$ cat src/rtl/ws_pkg.sv
package ws_pkg;
    typedef enum logic [1:0] {
        RG_SHARED = 2'd0,
        RG_FAST   = 2'd1,
        RG_PERIPH = 2'd2
    } region_e;

    typedef enum logic [1:0] {
        ST_IDLE    = 2'd0,
        ST_CONTEND = 2'd1,
        ST_ACCESS  = 2'd2,
        ST_DONE    = 2'd3
    } state_e;

    localparam int NREG = 3;
endpackage

$ cat src/rtl/ws_decode.sv
module ws_decode
    import ws_pkg::*;
#(
    parameter int AW          = 16,
    parameter int FAST_BASE   = 'h4000,
    parameter int PERIPH_BASE = 'h8000
) (
    input  logic [AW-1:0] addr,
    output region_e       region
);
    localparam logic [AW-1:0] FB = AW'(FAST_BASE);
    localparam logic [AW-1:0] PB = AW'(PERIPH_BASE);

    always_comb begin
        if (addr < FB)
            region = RG_SHARED;
        else if (addr < PB)
            region = RG_FAST;
        else
            region = RG_PERIPH;
    end
endmodule

$ cat src/rtl/ws_cfg.sv
module ws_cfg
    import ws_pkg::*;
#(
    parameter int WW = 3
) (
    input  logic                      clk,
    input  logic                      rst_n,
    input  logic [NREG*WW-1:0]        cfg_in,
    output logic [NREG-1:0][WW-1:0]   waits
);
    for (genvar g = 0; g < NREG; g++) begin : g_reg
        always_ff @(posedge clk) begin
            if (!rst_n)
                waits[g] <= cfg_in[g*WW +: WW];
        end
    end


    cfg_hold_chk: assert property (@(posedge clk) disable iff (!rst_n)
        $past(rst_n) |-> $stable(waits));
endmodule

$ cat src/rtl/ws_slot.sv
module ws_slot #(
    parameter int SLOT_W    = 2,
    parameter int VID_SLOTS = 2
) (
    input  logic [SLOT_W-1:0] slot_cnt,
    input  logic              shared_held,
    output logic              vid_slot,
    output logic              vid_grant
);
    localparam logic [SLOT_W-1:0] VID_LIM = SLOT_W'(VID_SLOTS);

    always_comb begin
        vid_slot  = (slot_cnt < VID_LIM);
        vid_grant = vid_slot && !shared_held;
    end
endmodule

$ cat src/rtl/ws_fsm.sv
module ws_fsm
    import ws_pkg::*;
#(
    parameter int WW = 3
) (
    input  logic                    clk,
    input  logic                    rst_n,
    input  logic                    req,
    input  logic                    we,
    input  region_e                 region,
    input  logic                    vid_slot,
    input  logic [NREG-1:0][WW-1:0] waits,
    output logic                    cpu_ready,
    output logic                    cpu_wait,
    output logic                    tgt_we,
    output logic [NREG-1:0]         sel
);
    localparam int CW = $clog2((1 << WW) + 2);

    state_e          state_q, state_d;
    region_e         reg_q, reg_d;
    logic [CW-1:0]   cnt_q, cnt_d;
    logic            need_q, need_d;
    logic            we_q, we_d;
    logic            contend_now;

    function automatic logic [CW-1:0] mem_waits(region_e r);
        logic [CW-1:0] extra;
        extra = (r == RG_PERIPH) ? CW'(1) : CW'(0);
        return CW'(waits[r]) + extra;
    endfunction

    always_ff @(posedge clk or negedge rst_n) begin
        if (!rst_n) begin
            state_q <= ST_IDLE;
            reg_q   <= RG_SHARED;
            cnt_q   <= '0;
            need_q  <= 1'b0;
            we_q    <= 1'b0;
        end else begin
            state_q <= state_d;
            reg_q   <= reg_d;
            cnt_q   <= cnt_d;
            need_q  <= need_d;
            we_q    <= we_d;
        end
    end

    always_comb begin
        state_d     = state_q;
        reg_d       = reg_q;
        cnt_d       = cnt_q;
        need_d      = need_q;
        we_d        = we_q;
        contend_now = (region == RG_SHARED) && vid_slot;
        unique case (state_q)
            ST_IDLE: begin
                if (req) begin
                    reg_d  = region;
                    we_d   = we;
                    need_d = contend_now || (mem_waits(region) != '0);
                    if (contend_now) begin
                        state_d = ST_CONTEND;
                    end else begin
                        state_d = ST_ACCESS;
                        cnt_d   = CW'(1) + mem_waits(region);
                    end
                end
            end
            ST_CONTEND: begin
                if (!vid_slot) begin
                    state_d = ST_ACCESS;
                    cnt_d   = CW'(1) + mem_waits(reg_q);
                end
            end
            ST_ACCESS: begin
                if (cnt_q == '0)
                    state_d = ST_DONE;
                else
                    cnt_d = cnt_q - CW'(1);
            end
            ST_DONE: begin
                state_d = ST_IDLE;
            end
        endcase
    end

    always_comb begin
        cpu_ready = (state_q == ST_DONE);
        cpu_wait  = need_q && ((state_q == ST_CONTEND) || (state_q == ST_ACCESS));
        sel       = '0;
        tgt_we    = 1'b0;
        if ((state_q == ST_ACCESS) || (state_q == ST_DONE)) begin
            sel[reg_q] = 1'b1;
            tgt_we     = we_q;
        end
    end


    ready_pulse_chk: assert property (@(posedge clk) disable iff (!rst_n)
        cpu_ready |=> !cpu_ready);


    ready_nowait_chk: assert property (@(posedge clk) disable iff (!rst_n)
        cpu_ready |-> !cpu_wait);


    busy_ignore_chk: assert property (@(posedge clk) disable iff (!rst_n)
        (state_q != ST_IDLE) |=> $stable(reg_q) && $stable(we_q));


    fast_no_contend_chk: assert property (@(posedge clk) disable iff (!rst_n)
        (state_q == ST_CONTEND) |-> (reg_q == RG_SHARED));


    contend_exit_chk: assert property (@(posedge clk) disable iff (!rst_n)
        (state_q == ST_CONTEND && !vid_slot) |=> (state_q == ST_ACCESS));


    periph_wait_chk: assert property (@(posedge clk) disable iff (!rst_n)
        (state_q == ST_ACCESS && reg_q == RG_PERIPH) |-> cpu_wait);
endmodule

$ cat src/rtl/ws_ctrl.sv
module ws_ctrl
    import ws_pkg::*;
#(
    parameter int AW          = 16,
    parameter int WW          = 3,
    parameter int SLOT_W      = 2,
    parameter int VID_SLOTS   = 2,
    parameter int FAST_BASE   = 'h4000,
    parameter int PERIPH_BASE = 'h8000
) (
    input  logic               clk,
    input  logic               rst_n,
    input  logic               cpu_req,
    input  logic [AW-1:0]      cpu_addr,
    input  logic               cpu_we,
    input  logic [SLOT_W-1:0]  slot_cnt,
    input  logic [3*WW-1:0]    cfg_waits,
    output logic               cpu_ready,
    output logic               cpu_wait,
    output logic               vid_grant,
    output logic               sel_shared,
    output logic               sel_fast,
    output logic               sel_periph,
    output logic               tgt_we
);
    region_e                 region;
    logic [NREG-1:0][WW-1:0] waits;
    logic [NREG-1:0]         sel;
    logic                    vid_slot;

    ws_decode #(.AW(AW), .FAST_BASE(FAST_BASE), .PERIPH_BASE(PERIPH_BASE)) u_dec (
        .addr   (cpu_addr),
        .region (region)
    );

    ws_cfg #(.WW(WW)) u_cfg (
        .clk    (clk),
        .rst_n  (rst_n),
        .cfg_in (cfg_waits),
        .waits  (waits)
    );

    ws_slot #(.SLOT_W(SLOT_W), .VID_SLOTS(VID_SLOTS)) u_slot (
        .slot_cnt    (slot_cnt),
        .shared_held (sel[0]),
        .vid_slot    (vid_slot),
        .vid_grant   (vid_grant)
    );

    ws_fsm #(.WW(WW)) u_fsm (
        .clk       (clk),
        .rst_n     (rst_n),
        .req       (cpu_req),
        .we        (cpu_we),
        .region    (region),
        .vid_slot  (vid_slot),
        .waits     (waits),
        .cpu_ready (cpu_ready),
        .cpu_wait  (cpu_wait),
        .tgt_we    (tgt_we),
        .sel       (sel)
    );

    assign sel_shared = sel[0];
    assign sel_fast   = sel[1];
    assign sel_periph = sel[2];


    vid_excl_chk: assert property (@(posedge clk) disable iff (!rst_n)
        !(vid_grant && sel_shared));


    sel_onehot_chk: assert property (@(posedge clk) disable iff (!rst_n)
        $onehot0({sel_periph, sel_fast, sel_shared}));
endmodule

$ cat config.mk
export PLATFORM = sky130hd
export DESIGN_NAME = ws_ctrl
export DESIGN_NICKNAME = d
export VERILOG_FILES = /design/src/rtl/ws_pkg.sv /design/src/rtl/ws_decode.sv /design/src/rtl/ws_cfg.sv /design/src/rtl/ws_slot.sv /design/src/rtl/ws_fsm.sv /design/src/rtl/ws_ctrl.sv
export SDC_FILE = /design/constraint.sdc
export NUM_CORES = 1
export LEC_CHECK = 0
export CAP_MARGIN = 20
export CORE_MARGIN = 2
export CORE_UTILIZATION = 35
export CTS_CLUSTER_DIAMETER = 60
export DETAILED_ROUTE_END_ITERATION = 8
export DONT_BUFFER_PORTS = 1
export GPL_TIMING_DRIVEN = 1
export PLACE_DENSITY_LB_ADDON = 0.3
export SETUP_SLACK_MARGIN = 0.1
export SLEW_MARGIN = 20
export SYNTH_ARGS = -nofsm -noshare
export SYNTH_HDL_FRONTEND = slang
export SYNTH_SLANG_ARGS = --single-unit
$ cat constraint.sdc
create_clock -name clk -period 5.54 [get_ports clk]
set_input_delay 1.108 -clock clk [delete_from_list [all_inputs] [get_ports clk]]
set_output_delay 1.108 -clock clk [all_outputs]
set_load 0.05 [all_outputs]
==> impl_results.md, run 1 <==
* Outcome: completed
* Pwr Density at 599 nW/µm²
* Setup bufs post-CTS at 0
* CP Max Fanout at 4
* Fin Setup TNS at 0 ps
* Die width at 65.8 µm
* Sequential-to-total area share from yosys stat at 0.389
* Vias in the first global route at 1015
* 1st-iter DRT viols at 24
* Post-synth cell types at 37
* Fmax at 0.273 GHz
* Total GRT Usage at 0.139
* Initial antenna violation count at 0
* DP Cell Count at 174
* Headroom to the max-slew limit at 0.355
* Worst Path Required at 4430 ps
* Leading area contributor after synthesis: edfxtp_1
* Flops & latches, synth at 19
* # DRC at 0
* Power share of the clock group at 0.119
* Area of the core at 3660 µm²
* Main synth FF type: dfrtp_1
* Syn_nets at 175
* GRT overflow at 0
* Post-synth EDFFs at 9
* RSZ-0062 raised after global routing: false
* First-pass GRT wire length at 4610 µm
* Crit end category: output port
* Final Skew at 3.40 ps
* P_int at 422 µW
* CTS sink count at 19
* Static leakage at 0.000606 µW
* GPL Wtd Cong at 0.811
* Final setup viols at 0
* Avg WL per Cell at 14.8 µm
* Fin util at 0.386
* Final Non-Filler Cells at 178
* Worst-Skew Late Latency at 260 ps
* Post-DRT Antenna Nets at 0
* Detailed Place HPWL at 2040 µm
* Synth Area per Inst at 10.1 µm²
* Clock transition at path regs at 80 ps
* I/O Buffers at 0
* N_diodes at 0
* Net Switching at 424 µW
* Vias at 975
* Final nets at 174
* Layout area overhead at 5.51%
* Commonest non-fill, non-tap cells in the layout: 13 x inv_1, 12 x ha_1, 11 x nand2_1
* Cts bufs inserted at 3
* Area share of the largest cell type after synthesis at 0.202
* Crit path DAT at 2550 ps
* Fraction of final layout cells sized beyond drive strength 1 at 0.0923
* Die ar. at 4340 µm²
* Startpoint class of the critical path: flip-flop
* Crit path kind: reg2out
* Sw Share at 0.501
* Routed Wire Length at 2630 µm
* VDD IR max at 0.000250 V
* Clock root buffer: clkbuf_8
* Rows at 22
* Netlist Area Pre-Place at 1340 µm²
* TritonCTS clock tree: built
* Hold Crit Class: reg2reg
* Maximum buffer depth of the clock tree at 2
* Hold Fails Final Rpt at 0
* Fillers at 361
* Initial DRT Pass Iterations at 4
* Ys Warns at 0
* Pin count of the biggest net entering global routing at 14
* Die extent in y at 65.8 µm
* I/O pin total at 38
* Reg power frac at 0.288
* Comb power frac at 0.593
* Vias per cell at 5.48
* Synth top area cells: edfxtp_1 20%, dfrtp_1 19%, ha_1 11%
* Post-CTS sizing at 0
* Max capacitance violation total at 0
* Post-Syn Instances at 132
* Max Slew Vio Count at 0
* Final period util at 0.660
* Period minus WS final at 3660 ps
* Initial Util at 0.366
* Leading cell type in the layout, fill and taps excluded: inv_1
* Tightest Pin Transition at 965 ps
* Post-synth ARST share at 0.526
* H-tree depth at 1
* CTS hold repair buffers at 0
metal layers:
metal	wire length, µm	vias to the layer above	GRT usage
li1	-	471	-
met1	1190	466	0.177
met2	1260	31	0.227
met3	142	7	0.0409
met4	33	0	0.0417
met5	0	-	0
registers in the layout (all words and copies together) (netlist names):
register and cells:
u_cfg.waits 9, u_fsm.state_q 2, u_fsm.cnt_q 4, u_fsm.reg_q 2, u_fsm.we_q 1, u_fsm.need_q 1
metrics by stage:
stage	worst slack [ps]	power, µW	cell area [µm²]	hold WS, ps
after floorplan	1740	681	1340	471
after global placement	2170	734	1360	480
after detailed placement	2160	745	1360	485
after CTS	1860	849	1410	502
after global routing	1760	917	1410	517
final	1880	846	1410	505
worst max-delay path, cell delays in order, from the launching register on:
cell,delay [ps]
dfrtp_1,400
ha_1,540
nor2_1,210
nor3_2,700
nor2_1,440
worst paths after layout:
check                                        end  slack (ps)  depth (start not counted)        startpoint
max in group asynchronous         u_fsm.reg_q[0]        4940                          0             rst_n
worst min-delay path                  u_fsm.we_q         500                          1        u_fsm.we_q
worst max register to register    u_fsm.cnt_q[2]        3190                         10    u_fsm.reg_q[1]
min in group asynchronous       u_fsm.state_q[0]         530                          0             rst_n
worst max-delay path                   vid_grant        1880                          4  u_fsm.state_q[1]
worst min register to register        u_fsm.we_q         500                          1        u_fsm.we_q
final cells by class:
class                   count  area [µm²]  share of cell area
clock buffers               3        41.3              0.0292
clock inverters             1        7.51             0.00531
inverters                  13        48.8              0.0345
multi-input cells          94         734               0.520
flip-flops and latches     19         520               0.368
well taps                  48        60.1              0.0425
power groups by stage:
| stage | Sequential, µW | Combinational, µW | Clock, µW |
|---|---|---|---|
| floorplan | 216 | 465 | 0 |
| global placement | 243 | 491 | 0 |
| detailed placement | 246 | 499 | 0 |
| CTS | 243 | 502 | 103 |
| global route | 251 | 557 | 110 |
| finish | 244 | 502 | 101 |
cells in the mapped netlist (all sizes together), types with 5 or more instances:
master / instances
nor2b: 5
nor2: 10
mux2: 5
nand2: 11
o21ai: 5
nand2b: 5
mux2i: 8
ha: 12
inv: 13
dfrtp: 10
edfxtp: 9
logic make-up (layout without fill, tap and decap cells):
logic type | count (synthesis) | after routing | share of synthesized area
compound gates | 28 | 28 | 0.159
fa+ha+maj | 12 | 12 | 0.112
buf+inv | 19 | 17 | 0.0664
xor+xnor | 2 | 2 | 0.0243
mux | 13 | 13 | 0.102
simple gates | 39 | 39 | 0.148
flops | 19 | 19 | 0.389
No activity file was read; power rests on OpenSTA's default activity.
==> run 2, diff against run 1 <==
==> constraint.sdc (replaced) <==
create_clock -name clk -period 3.1 [get_ports clk]
set_input_delay 0.62 -clock clk [delete_from_list [all_inputs] [get_ports clk]]
set_output_delay 0.62 -clock clk [all_outputs]
set_load 0.05 [all_outputs]
==> impl_results.md, run 2 (synthesized netlist as in run 1, its figures left out) <==
* Pin count of the biggest net entering global routing at 14 (unchanged)
* Crit end category: output port
* Clock root buffer: clkbuf_8
* First-pass GRT wire length at 4500 µm (-2.4%)
* Vias per cell at 5.29 (-3.4%)
* Post-CTS sizing at 0 (unchanged)
* Critical Path Start: u_fsm.state_q[1]
* Die extent in y at 65.8 µm (unchanged)
* Reg power frac at 0.278 (-0.010)
* Routed Wire Length at 2700 µm (+2.5%)
* Final Skew at 2.87 ps (-0.529 ps)
* Hold Crit Class: in2async
* CTS hold repair buffers at 0 (unchanged)
* # DRC at 0 (unchanged)
* RSZ-0062 raised after global routing: false
* H-tree depth at 1 (unchanged)
* Total GRT Usage at 0.134 (-0.00485)
* Headroom to the max-slew limit at 0.620 (+0.265)
* VDD IR max at 0.000487 V (+95%)
* Die width at 65.8 µm (unchanged)
* Net Switching at 763 µW (+80%)
* Post-DRT Antenna Nets at 0 (unchanged)
* Tightest Pin Transition at 570 ps (-395 ps)
* Fin util at 0.396 (+0.0103)
* Most flops, register: u_cfg.waits
* Hold_ws at 46.8 ps (-458 ps)
* Clock transition at path regs at 80 ps (about the same)
* Crit path kind: reg2out
* CP Max Fanout at 4 (unchanged)
* Static leakage at 0.000631 µW (+4.3%)
* Maximum buffer depth of the clock tree at 2 (unchanged)
* Pwr Density at 1070 nW/µm² (+79%)
* Layout area overhead at 8.32%
* I/O Buffers at 0 (unchanged)
* Cts bufs inserted at 3 (unchanged)
* CTS sink count at 19 (unchanged)
* Initial antenna violation count at 0 (unchanged)
* GPL Wtd Cong at 0.810 (-0.15%)
* Leading cell type in the layout, fill and taps excluded: inv_1
* Die ar. at 4340 µm² (unchanged)
* Vias at 968 (-0.72%)
* Top Registers: u_cfg.waits x9, u_fsm.cnt_q x4
* R2R Path End: u_fsm.cnt_q[2]
* Reg2Reg Setup Slack at 760 ps (-2430 ps)
* Max reg flops at 9 (unchanged)
* Initial DRT Pass Iterations at 4 (unchanged)
* Area of the core at 3660 µm² (unchanged)
* Rows at 22 (unchanged)
* Fin Setup TNS at 0 ps (unchanged)
* N_diodes at 0 (unchanged)
* Initial Util at 0.366 (unchanged)
* Max capacitance violation total at 0 (unchanged)
* Fmax at 0.405 GHz
* Final nets at 179 (+2.9%)
* Startpoint class of the critical path: flip-flop
* Worst Reg-to-Reg Cells at 10 (unchanged)
* Hold Fails Final Rpt at 0 (unchanged)
* Worst R2R Start: u_fsm.reg_q[1]
* Max Slew Vio Count at 0 (unchanged)
* I/O pin total at 38 (unchanged)
* CP endpoint: vid_grant
* Final setup viols at 0 (unchanged)
* Crit path DAT at 1850 ps (-700 ps)
* Worst-Skew Late Latency at 260 ps (about the same)
* Final period util at 0.797
* 1st-iter DRT viols at 57 (+140%)
* Fillers at 360 (-0.28%)
* Outcome: completed
* Period minus WS final at 2470 ps
* Avg WL per Cell at 14.7 µm (-0.25%)
* Fraction of final layout cells sized beyond drive strength 1 at 0.126 (+0.0336)
* TritonCTS clock tree: built
* Power share of the clock group at 0.114 (-0.005)
* GRT overflow at 0 (unchanged)
* Comb power frac at 0.607 (+0.014)
* Sw Share at 0.489 (-0.0112)
* Worst Path Required at 2480 ps (-1950 ps)
* Commonest non-fill, non-tap cells in the layout: 13 x inv_1, 12 x ha_1, 11 x nand2_1
* Vias in the first global route at 968 (-4.6%)
* Detailed Place HPWL at 2060 µm (+0.98%)
* Setup bufs post-CTS at 0 (unchanged)
* P_int at 795 µW (+88%)
run 2: cell types whose count changed in the layout (fill, tap and decap cells not counted):
| cell | change |
|---|---|
| buf_4 | +5 |
run 2: worst min path at each step:
stage                  endpoint  cells after the start  startpoint
2_1_floorplan    u_fsm.cnt_q[0]                      0       rst_n
3_3_place_gp   u_fsm.state_q[1]                      0       rst_n
3_5_place_dp   u_fsm.state_q[1]                      0       rst_n
4_1_cts              u_fsm.we_q                      0       rst_n
5_1_grt          u_fsm.reg_q[0]                      0       rst_n
6_report       u_fsm.state_q[1]                      0       rst_n
run 2: layout make-up:
cell class | count | area (µm²) | share of cell area
Sequential cell | 19 | 520 | 0.359
Multi-Input combinational cell | 94 | 734 | 0.506
Inverter | 13 | 48.8 | 0.0336
Timing Repair Buffer | 5 | 37.5 | 0.0259
Tap cell | 48 | 60.1 | 0.0414
Clock inverter | 1 | 7.51 | 0.00518
Clock buffer | 3 | 41.3 | 0.0285
run 2: stage by stage:
step,cell area (µm²),cells,worst slack [ps],power [µW]
finish,1450,183,630,1560
global route,1450,183,524,1680
CTS,1450,183,647,1570
detailed placement,1400,179,777,1380
global placement,1400,179,807,1360
floorplan,1340,132,353,1220
run 2: critical path: stages, from the launching register on:
cell,delay (ps)
dfrtp_1,410
ha_1,540
nor2_1,220
nor3_2,180
nor2_1,60
buf_4,180
run 2: power groups by stage:
| stage | combinational (µW) | clock, µW | sequential (µW) |
|---|---|---|---|
| final | 946 | 178 | 434 |
| after global routing | 1040 | 198 | 448 |
| after CTS | 949 | 184 | 433 |
| after detailed placement | 940 | 0 | 439 |
| after global placement | 927 | 0 | 434 |
| after floorplan | 837 | 0 | 386 |
run 2: routing by layer:
| layer | GRT usage | wire (µm) | vias to the layer above |
|---|---|---|---|
| met5 | 0 | 0 | - |
| met4 | 0.0156 | 0 | 0 |
| met3 | 0.0324 | 104 | 0 |
| met2 | 0.218 | 1270 | 21 |
| met1 | 0.186 | 1320 | 463 |
| li1 | - | - | 484 |
